===== src/rtl/luma_pkg.sv =====
package luma_pkg;
  localparam int unsigned CH_W   = 8;
  localparam int unsigned NCH    = 3;
  localparam int unsigned PIX_W  = CH_W * NCH;
  localparam int unsigned PROD_W = 2 * CH_W;
  localparam int unsigned SUM_W  = PROD_W + 2;

  typedef logic [NCH-1:0][CH_W-1:0]   pix_t;
  typedef logic [NCH-1:0][PROD_W-1:0] prod_t;

  // index 0 = red, 1 = green, 2 = blue
  localparam pix_t WEIGHTS = {8'd28, 8'd151, 8'd76};
endpackage


===== src/rtl/luma_frame_cnt.sv =====
module luma_frame_cnt #(
  parameter int unsigned TOTAL = 4096
) (
  input  logic clk,
  input  logic rst,
  input  logic step,
  output logic at_last
);
  localparam int unsigned CNT_W = (TOTAL > 1) ? $clog2(TOTAL) : 1;
  localparam logic [CNT_W-1:0] LAST_IDX = CNT_W'(TOTAL - 1);

  logic [CNT_W-1:0] count;

  assign at_last = (count == LAST_IDX);

  always_ff @(posedge clk) begin
    if (rst) begin
      count <= '0;
    end else if (step) begin
      count <= at_last ? '0 : count + 1'b1;
    end
  end
endmodule


===== src/rtl/luma_weigh.sv =====
module luma_weigh
  import luma_pkg::*;
(
  input  logic  clk,
  input  logic  rst,
  input  logic  adv,
  input  logic  in_valid,
  input  logic  in_last,
  input  pix_t  in_pix,
  output logic  s_valid,
  output logic  s_last,
  output prod_t s_prod
);
  for (genvar ch = 0; ch < NCH; ch++) begin : g_ch
    always_ff @(posedge clk) begin
      if (adv) begin
        s_prod[ch] <= PROD_W'(in_pix[ch]) * PROD_W'(WEIGHTS[ch]);
      end
    end
  end

  always_ff @(posedge clk) begin
    if (rst) begin
      s_valid <= 1'b0;
      s_last  <= 1'b0;
    end else if (adv) begin
      s_valid <= in_valid;
      s_last  <= in_valid & in_last;
    end
  end
endmodule


===== src/rtl/luma_round.sv =====
module luma_round
  import luma_pkg::*;
(
  input  logic            clk,
  input  logic            rst,
  input  logic            adv,
  input  logic            s_valid,
  input  logic            s_last,
  input  prod_t           s_prod,
  output logic            o_valid,
  output logic            o_last,
  output logic [CH_W-1:0] o_luma
);
  localparam int unsigned HI_W = SUM_W - CH_W;
  localparam logic [HI_W-1:0] MAX_OUT = HI_W'((1 << CH_W) - 1);

  logic [SUM_W-1:0] sum;
  logic [HI_W-1:0]  hi;
  logic [CH_W-1:0]  luma_next;

  always_comb begin
    sum = '0;
    for (int ch = 0; ch < NCH; ch++) begin
      sum = sum + SUM_W'(s_prod[ch]);
    end
    hi = sum[SUM_W-1:CH_W] + HI_W'(sum[CH_W-1]);
    luma_next = (hi > MAX_OUT) ? CH_W'(MAX_OUT) : hi[CH_W-1:0];
  end

  always_ff @(posedge clk) begin
    if (adv) begin
      o_luma <= luma_next;
    end
  end

  always_ff @(posedge clk) begin
    if (rst) begin
      o_valid <= 1'b0;
      o_last  <= 1'b0;
    end else if (adv) begin
      o_valid <= s_valid;
      o_last  <= s_last;
    end
  end
endmodule


===== src/rtl/luma_stream.sv =====
module luma_stream
  import luma_pkg::*;
#(
  parameter int unsigned ROWS = 64,
  parameter int unsigned COLS = 64
) (
  input  logic             clk,
  input  logic             rst,
  input  logic             in_valid,
  output logic             in_ready,
  input  logic [PIX_W-1:0] in_rgb,
  output logic             out_valid,
  input  logic             out_ready,
  output logic [CH_W-1:0]  out_luma,
  output logic             out_last
);
  localparam int unsigned TOTAL = ROWS * COLS;

  logic  adv;
  logic  accept;
  logic  at_last;
  logic  s_valid;
  logic  s_last;
  prod_t s_prod;

  // whole pipeline moves only when the consumer takes data
  assign adv      = out_ready;
  assign in_ready = out_ready;
  assign accept   = in_valid & out_ready;

  luma_frame_cnt #(.TOTAL(TOTAL)) u_cnt (
    .clk     (clk),
    .rst     (rst),
    .step    (accept),
    .at_last (at_last)
  );

  luma_weigh u_weigh (
    .clk      (clk),
    .rst      (rst),
    .adv      (adv),
    .in_valid (in_valid),
    .in_last  (at_last),
    .in_pix   (pix_t'(in_rgb)),
    .s_valid  (s_valid),
    .s_last   (s_last),
    .s_prod   (s_prod)
  );

  luma_round u_round (
    .clk     (clk),
    .rst     (rst),
    .adv     (adv),
    .s_valid (s_valid),
    .s_last  (s_last),
    .s_prod  (s_prod),
    .o_valid (out_valid),
    .o_last  (out_last),
    .o_luma  (out_luma)
  );
endmodule


===== config.mk =====
export PLATFORM = sky130hd
export DESIGN_NAME = luma_stream
export DESIGN_NICKNAME = d
export VERILOG_FILES = /design/src/rtl/luma_pkg.sv /design/src/rtl/luma_frame_cnt.sv /design/src/rtl/luma_weigh.sv /design/src/rtl/luma_round.sv /design/src/rtl/luma_stream.sv
export SDC_FILE = /design/constraint.sdc
export NUM_CORES = 1
export LEC_CHECK = 0
export ABC_AREA = 1
export BUFFER_PORTS_ARGS = -buffer_cell sky130_fd_sc_hd__buf_2
export CAP_MARGIN = 0
export CORE_ASPECT_RATIO = 0.8
export CORE_MARGIN = 10
export CORE_UTILIZATION = 63
export DETAILED_ROUTE_END_ITERATION = 8
export HOLD_SLACK_MARGIN = 0.03
export PLACE_DENSITY = 0.88
export SETUP_SLACK_MARGIN = 0.3
export SYNTH_ARGS = -nofsm -noshare
export SYNTH_HDL_FRONTEND = slang
export SYNTH_HIERARCHICAL = 1
export SYNTH_SLANG_ARGS = --single-unit

===== constraint.sdc =====
create_clock -name clk -period 5.32 [get_ports clk]
set_input_delay 1.596 -clock clk [delete_from_list [all_inputs] [get_ports clk]]
set_output_delay 1.596 -clock clk [all_outputs]
set_load 0.1 [all_outputs]

==> results of run 1 <==
[report_power, final]
part           total, mW  switching, mW  leakage, nW  internal (mW)
Combinational       2.73           1.81         2.94          0.914
Sequential         0.790         0.0649        0.593          0.725
Clock              0.690          0.227        0.171          0.463
[final cells by class]
cell class              count  area [um^2]
fillers                   733         2700
multi-input cells         573         4040
clock buffers               9          225
flip-flops and latches     64         1760
clock inverters             7          125
repair buffers             39          198
inverters                 167          627
well taps                 136          170
[state kept, by name, summed over array words and instances (netlist names)]
| signal | flops |
|---|---|
| u_cnt/count | 12 |
| u_round/o_last | 1 |
| u_round/o_luma | 8 |
| u_round/o_valid | 1 |
| u_weigh/s_last | 1 |
| u_weigh/s_prod | 40 |
| u_weigh/s_valid | 1 |
[logic make-up (layout without fill, tap and decap cells)]
| kind of cell | count (synthesis) | after routing | share of synthesized area |
|---|---|---|---|
| xor gates and xnor gates | 18 | 18 | 0.0244 |
| other | 1 | 8 | 0.000580 |
| adders and majority gates | 130 | 130 | 0.299 |
| AOI/OAI and AO/OA | 68 | 68 | 0.0567 |
| and+or+nand+nor | 349 | 349 | 0.240 |
| DFF | 64 | 64 | 0.272 |
| buffers and inverters | 176 | 222 | 0.107 |
[stage by stage]
stage / hold slack, ns / utilization / cell area, um^2 / total power [mW] / worst slack [ns]
final: 0.459 / 0.725 / 7150 / 4.21 / 0.884
after global routing: 0.488 / 0.725 / 7150 / 4.61 / 0.718
after CTS: 0.461 / 0.725 / 7150 / 4.18 / 0.896
after detailed placement: 0.452 / 0.690 / 6800 / 3.43 / 0.573
after global placement: 0.449 / 0.690 / 6800 / 3.36 / 0.694
after floorplan: 0.430 / - / 6490 / 2.92 / 0.951
[worst max-delay path: stages]
cell	delay [ns]
buf_2	0.15
ha_1	0.30
ha_1	0.30
fa_1	0.54
inv_1	0.06
fa_1	0.52
inv_1	0.04
ha_1	0.34
nand2_1	0.14
inv_1	0.05
nand2_1	0.08
nand2_1	0.08
nand2_1	0.10
nand3_1	0.10
nand2_1	0.07
nand2_1	0.05
[layer usage]
layer / track usage / up-vias / part of all wire
li1: - / 2643 / -
met1: 0.241 / 2380 / 0.45
met2: 0.308 / 208 / 0.47
met3: 0.0524 / 27 / 0.074
met4: 0.0432 / 0 / 0.012
met5: 0 / - / 0
[layout by cell type, fill, tap and decap left out, drive strengths merged]
master  count
nand3      60
dfxtp      16
inv       170
a21oi      44
nor3b       1
edfxtp     48
buf        39
nand4       7
o21ai      17
clkinv      1
and2        2
nand3b      4
nor3        3
fa         41
o22ai       1
or2         3
xnor2       2
nor4        1
bufinv      3
a31oi       1
o21bai      2
nor2       54
clkbuf      9
a21boi      3
conb        8
nand2     214
xor2       16
ha         89
[worst max-delay path by stage]
stage / start / end / cells past startpoint
global placement: in_rgb[12] / u_weigh/s_prod[31] / 14
detailed placement: in_rgb[13] / u_weigh/s_prod[30] / 16
floorplan: in_rgb[13] / u_weigh/s_prod[26] / 14
finish: in_rgb[13] / u_weigh/s_prod[30] / 16
global route: in_rgb[12] / u_weigh/s_prod[31] / 14
CTS: in_rgb[13] / u_weigh/s_prod[30] / 16
==> results.yml, run 1 <==
yosys:
  yosys_most_used_dff: "edfxtp_1"
  ys_top_cells_by_count: "nand2_1, inv_1, ha_1"
  ys_warn_count: 6
  syn-instance-count: 806
  syn_area_um2: 6470
  avgSynthCellArea_um2: 8.03
  yosysTopAreaCell: "edfxtp_1"
  yosys.area.top_type_share: 0.223
  synth_edf_count: 48
  synth_cell_types: 35
  synth_area_leaders: "edfxtp_1, ha_1, fa_1"
  synth-seq-area-share: 0.272
  async_flop_share: 0
  synth_seq_cells: 64
  synth.most_common_cell: "nand2_1"
floorplanning:
  core-area_um2: 9850
  dieHeight_um: 111
  dieArea_um2: 14700
  fp-row-count: 32
  die_x_um: 133
  ioPinCount: 39
  initial_core_util: 0.657
clocking:
  cts_max_level: 3
  cts_tree: "yes"
  clk_pin_slew_worst_paths_ns: 0.06
  cts_resized: 0
  postCtsSetupBuffers: 0
  cts-hold-fix-buffers: 0
  cts_sinks: 64
  clock_latency_ns: 0.33
  cts_root_buf: "clkbuf_16"
  clock_path_buffers: 2
  cts_buffers: 9
critical_path:
  path_max_fanout: 5
  worstSetupPathType: "in -> reg"
  r2r_end: "u_round/o_luma[3]"
  cp.required_ns: 5.40
  start_kind: "input pin"
  timing.rr.start: "u_weigh/s_prod[39]"
  cp-end-kind: "flop"
  crit_arrival_ns: 4.51
  ff2ff_path_depth: 18
  r2r_setup_slack_ns: 1.93
place:
  io_buffers: 38
  hpwlAfterDp_mm: 10.8
  place_congestion: 0.926
  dp_cells: 979
layout:
  drive_gt1_frac: 0.106
  insertedDiodeCount: 0
  finalNonFillerCells: 995
  area_delta_synth_final_pct: 10.5
  layout.nets: 1012
worst_hold_path:
  holdPathEnd: "u_round/o_last"
  min_path_cells: 2
  worst_hold_startpoint: "u_weigh/s_last"
  min_path_type: "reg -> reg"
drt:
  viasPerCell: 5.28
  drt-wirelength-per-cell_um: 13.6
  ant_nets: 0
  drc_errors: 0
  drt_iter0_drc: 432
  wl_mm: 13.5
  firstDrtPassIters: 5
  num_vias: 5258
sta:
  fin_crit_sh: 0.834
  relSlewSlack: 0.559
  rsz0062_at_grt: "no"
  drv_slew: 0
  finalHoldViolCount: 0
  setup_viol: 0
  skew_ns: 0.00613
  worst_pin_slew_ns: 0.662
  setup_tns_ns: 0
  period_minus_slack_ns: 4.44
  max_freq_mhz: 225
global_route:
  grt.total_usage: 0.188
  grt-ovfl-total: 0
  grt_max_degree: 56
  first_global_vias: 5196
  grt_pass1_wl_mm: 23.5
  antenna_found_initial: 0
run_status:
  status: "completed"
pwr:
  p_leak_nw: 3.71
  power_density_nw_per_um2: 589
  vdd_drop_max_mv: 0.338
run:
  drv_cap: 0
Note: power is estimated with default switching activity, not from simulation.
==> inputs of run 2 (changes only) <==
- clock period: 5.32 -> 4.5 ns (I/O delays scaled with it)
==> run 2 against run 1 <==
First-iteration DRC count rose by 33%. Worst hold slack improved by 0.0035 ns. Total power rose by 21%. Critical path depth fell by 3. Core utilization rose by 0.74 points. Sequential cell count did not move. Combinational power rose by 22%. Clock-buffer cell count did not move. Final area rose by 1.0%. Worst setup slack got worse by 0.56 ns. Global-route usage rose by 1.2 points. Routed wire length rose by 7.9%. Largest cell class unchanged.
==> results.yml, run 2 (synthesis gave the netlist of run 1 again) <==
critical_path:
  worstSetupPathType: "in -> reg"
  slowest_stage: "fa_1"
  crit_arrival_ns: 4.27
  cp.required_ns: 4.60
  path_max_fanout: 5
  start_kind: "input pin"
  cp-end-kind: "flop"
  path_cells: "buf_2 -> ha_1 -> ha_4 -> fa_1 -> inv_1 -> fa_1 -> inv_1 -> ha_4 -> nand2_1 -> nor2_1 -> nand3_1 -> nand4_1 -> nand2_1"
  cpPeakStageDelay_ns: 0.55
sta:
  drv_slew: 0
  worst_pin_slew_ns: 0.684
  max_freq_mhz: 240
  setup_viol: 0
  layout_setup_ws_ns: 0.329
  skew_ns: 0.00837
  finalHoldViolCount: 0
  whs_ns: 0.462
  relSlewSlack: 0.544
  period_minus_slack_ns: 4.17
  fin_crit_sh: 0.927
  setup_tns_ns: 0
  rsz0062_at_grt: "no"
place:
  io_buffers: 38
  hpwlAfterDp_mm: 10.9
  place_worst_setup_slack_ns: -0.00724
  place_congestion: 0.926
  placed_area_um2: 6800
clocking:
  cts_buffers: 9
  cts_max_level: 3
  cts_tree: "yes"
  clk_pin_slew_worst_paths_ns: 0.06
  clock_latency_ns: 0.34
  cts_root_buf: "clkbuf_16"
  cts_sinks: 64
  clock_path_buffers: 2
floorplanning:
  core-area_um2: 9850
  dieArea_um2: 14700
  die_x_um: 133
  fp-row-count: 32
  dieHeight_um: 111
  ioPinCount: 39
  initial_core_util: 0.657
layout:
  final_common_cell: "nand2_1"
  final_cell_mix: "nand2_1, inv_1, ha_1"
  postLayoutCellArea_um2: 7220
  regMostFlops: "u_weigh/s_prod"
  reg_top3: "u_weigh/s_prod: 40 flops, u_cnt/count: 12 flops, u_round/o_luma: 8 flops"
  largest_reg_flops: 40
  layout.nets: 1015
  insertedDiodeCount: 0
  area_delta_synth_final_pct: 11.6
  final_util: 0.733
  drive_gt1_frac: 0.117
drt:
  num_vias: 5388
  drc_errors: 0
  drt-wirelength-per-cell_um: 14.6
  wl_mm: 14.6
  ant_nets: 0
  firstDrtPassIters: 8
  viasPerCell: 5.40
  drt_iter0_drc: 574
run_status:
  status: "completed"
pwr:
  p_leak_nw: 3.72
  power_density_nw_per_um2: 706
  vdd_drop_max_mv: 0.415
worst_hold_path:
  min_path_type: "reg -> reg"
global_route:
  antenna_found_initial: 0
  first_global_vias: 5363
  grt_max_degree: 56
  grt.total_usage: 0.201
  grt_pass1_wl_mm: 24.9
  grt-ovfl-total: 0
run:
  drv_cap: 0
-- run 2: changes by cell type in the layout (fill, tap and decap cells not counted) --
cell     delta
nand2_1     -2
ha_4        +3
a21oi_1     -2
nand2_2     +2
buf_4       +3
a21oi_2     +2
ha_1        -3
-- run 2: worst paths after layout --
check	startpoint	end	slack [ns]	depth (start not counted)
setup / recovery	in_rgb[13]	u_weigh/s_prod[29]	0.33	13
hold / removal	u_round/o_valid	u_round/o_valid	0.46	2
setup reg to reg	u_weigh/s_prod[38]	u_round/o_luma[6]	1.14	16
hold reg to reg	u_round/o_valid	u_round/o_valid	0.46	2
-- run 2: where the power goes --
| group | internal, mW | leakage (nW) | switching [mW] | total (mW) |
|---|---|---|---|---|
| clock network | 0.548 | 0.171 | 0.288 | 0.836 |
| logic | 1.13 | 2.96 | 2.20 | 3.33 |
| registers | 0.857 | 0.593 | 0.0766 | 0.933 |
| total | 2.53 | 3.72 | 2.56 | 5.10 |
-- run 2: timing repair --
action                                  CTS  global route
endpoints found under the setup margin    2             6
pin swaps                                 0             4
hold buffers                              0             0
setup buffers                             0             3
gates resized for setup                   2             6
hold endpoints to repair                  0             0
-- run 2: critical path, delay by kind of cell --
kind / cells / cell delay, ns
adders and majority gates: 5 / 1.94
buffers and inverters: 3 / 0.29
and+or+nand+nor: 5 / 0.69
-- run 2: cell type report --
cell class	count	area, um^2
Fill cell	751	2630
Clock inverter	7	125
Sequential cell	64	1760
Timing Repair Buffer	42	220
Clock buffer	9	225
Multi-Input combinational cell	573	4090
Tap cell	136	170
Inverter	167	627
-- run 2: metal layers --
metal  vias up  track usage  routed length [um]
li1       2655            -                   -
met1      2460        0.248                6270
met2       235        0.338                7010
met3        38       0.0538                1050
met4         0       0.0504                 294
met5         -            0                   0
-- run 2: through the flow --
step                std cells  power (mW)
global route              998        5.56
finish                    998        5.10
global placement          979        3.98
floorplan                 813        3.46
detailed placement        979        4.08
CTS                       995        5.00
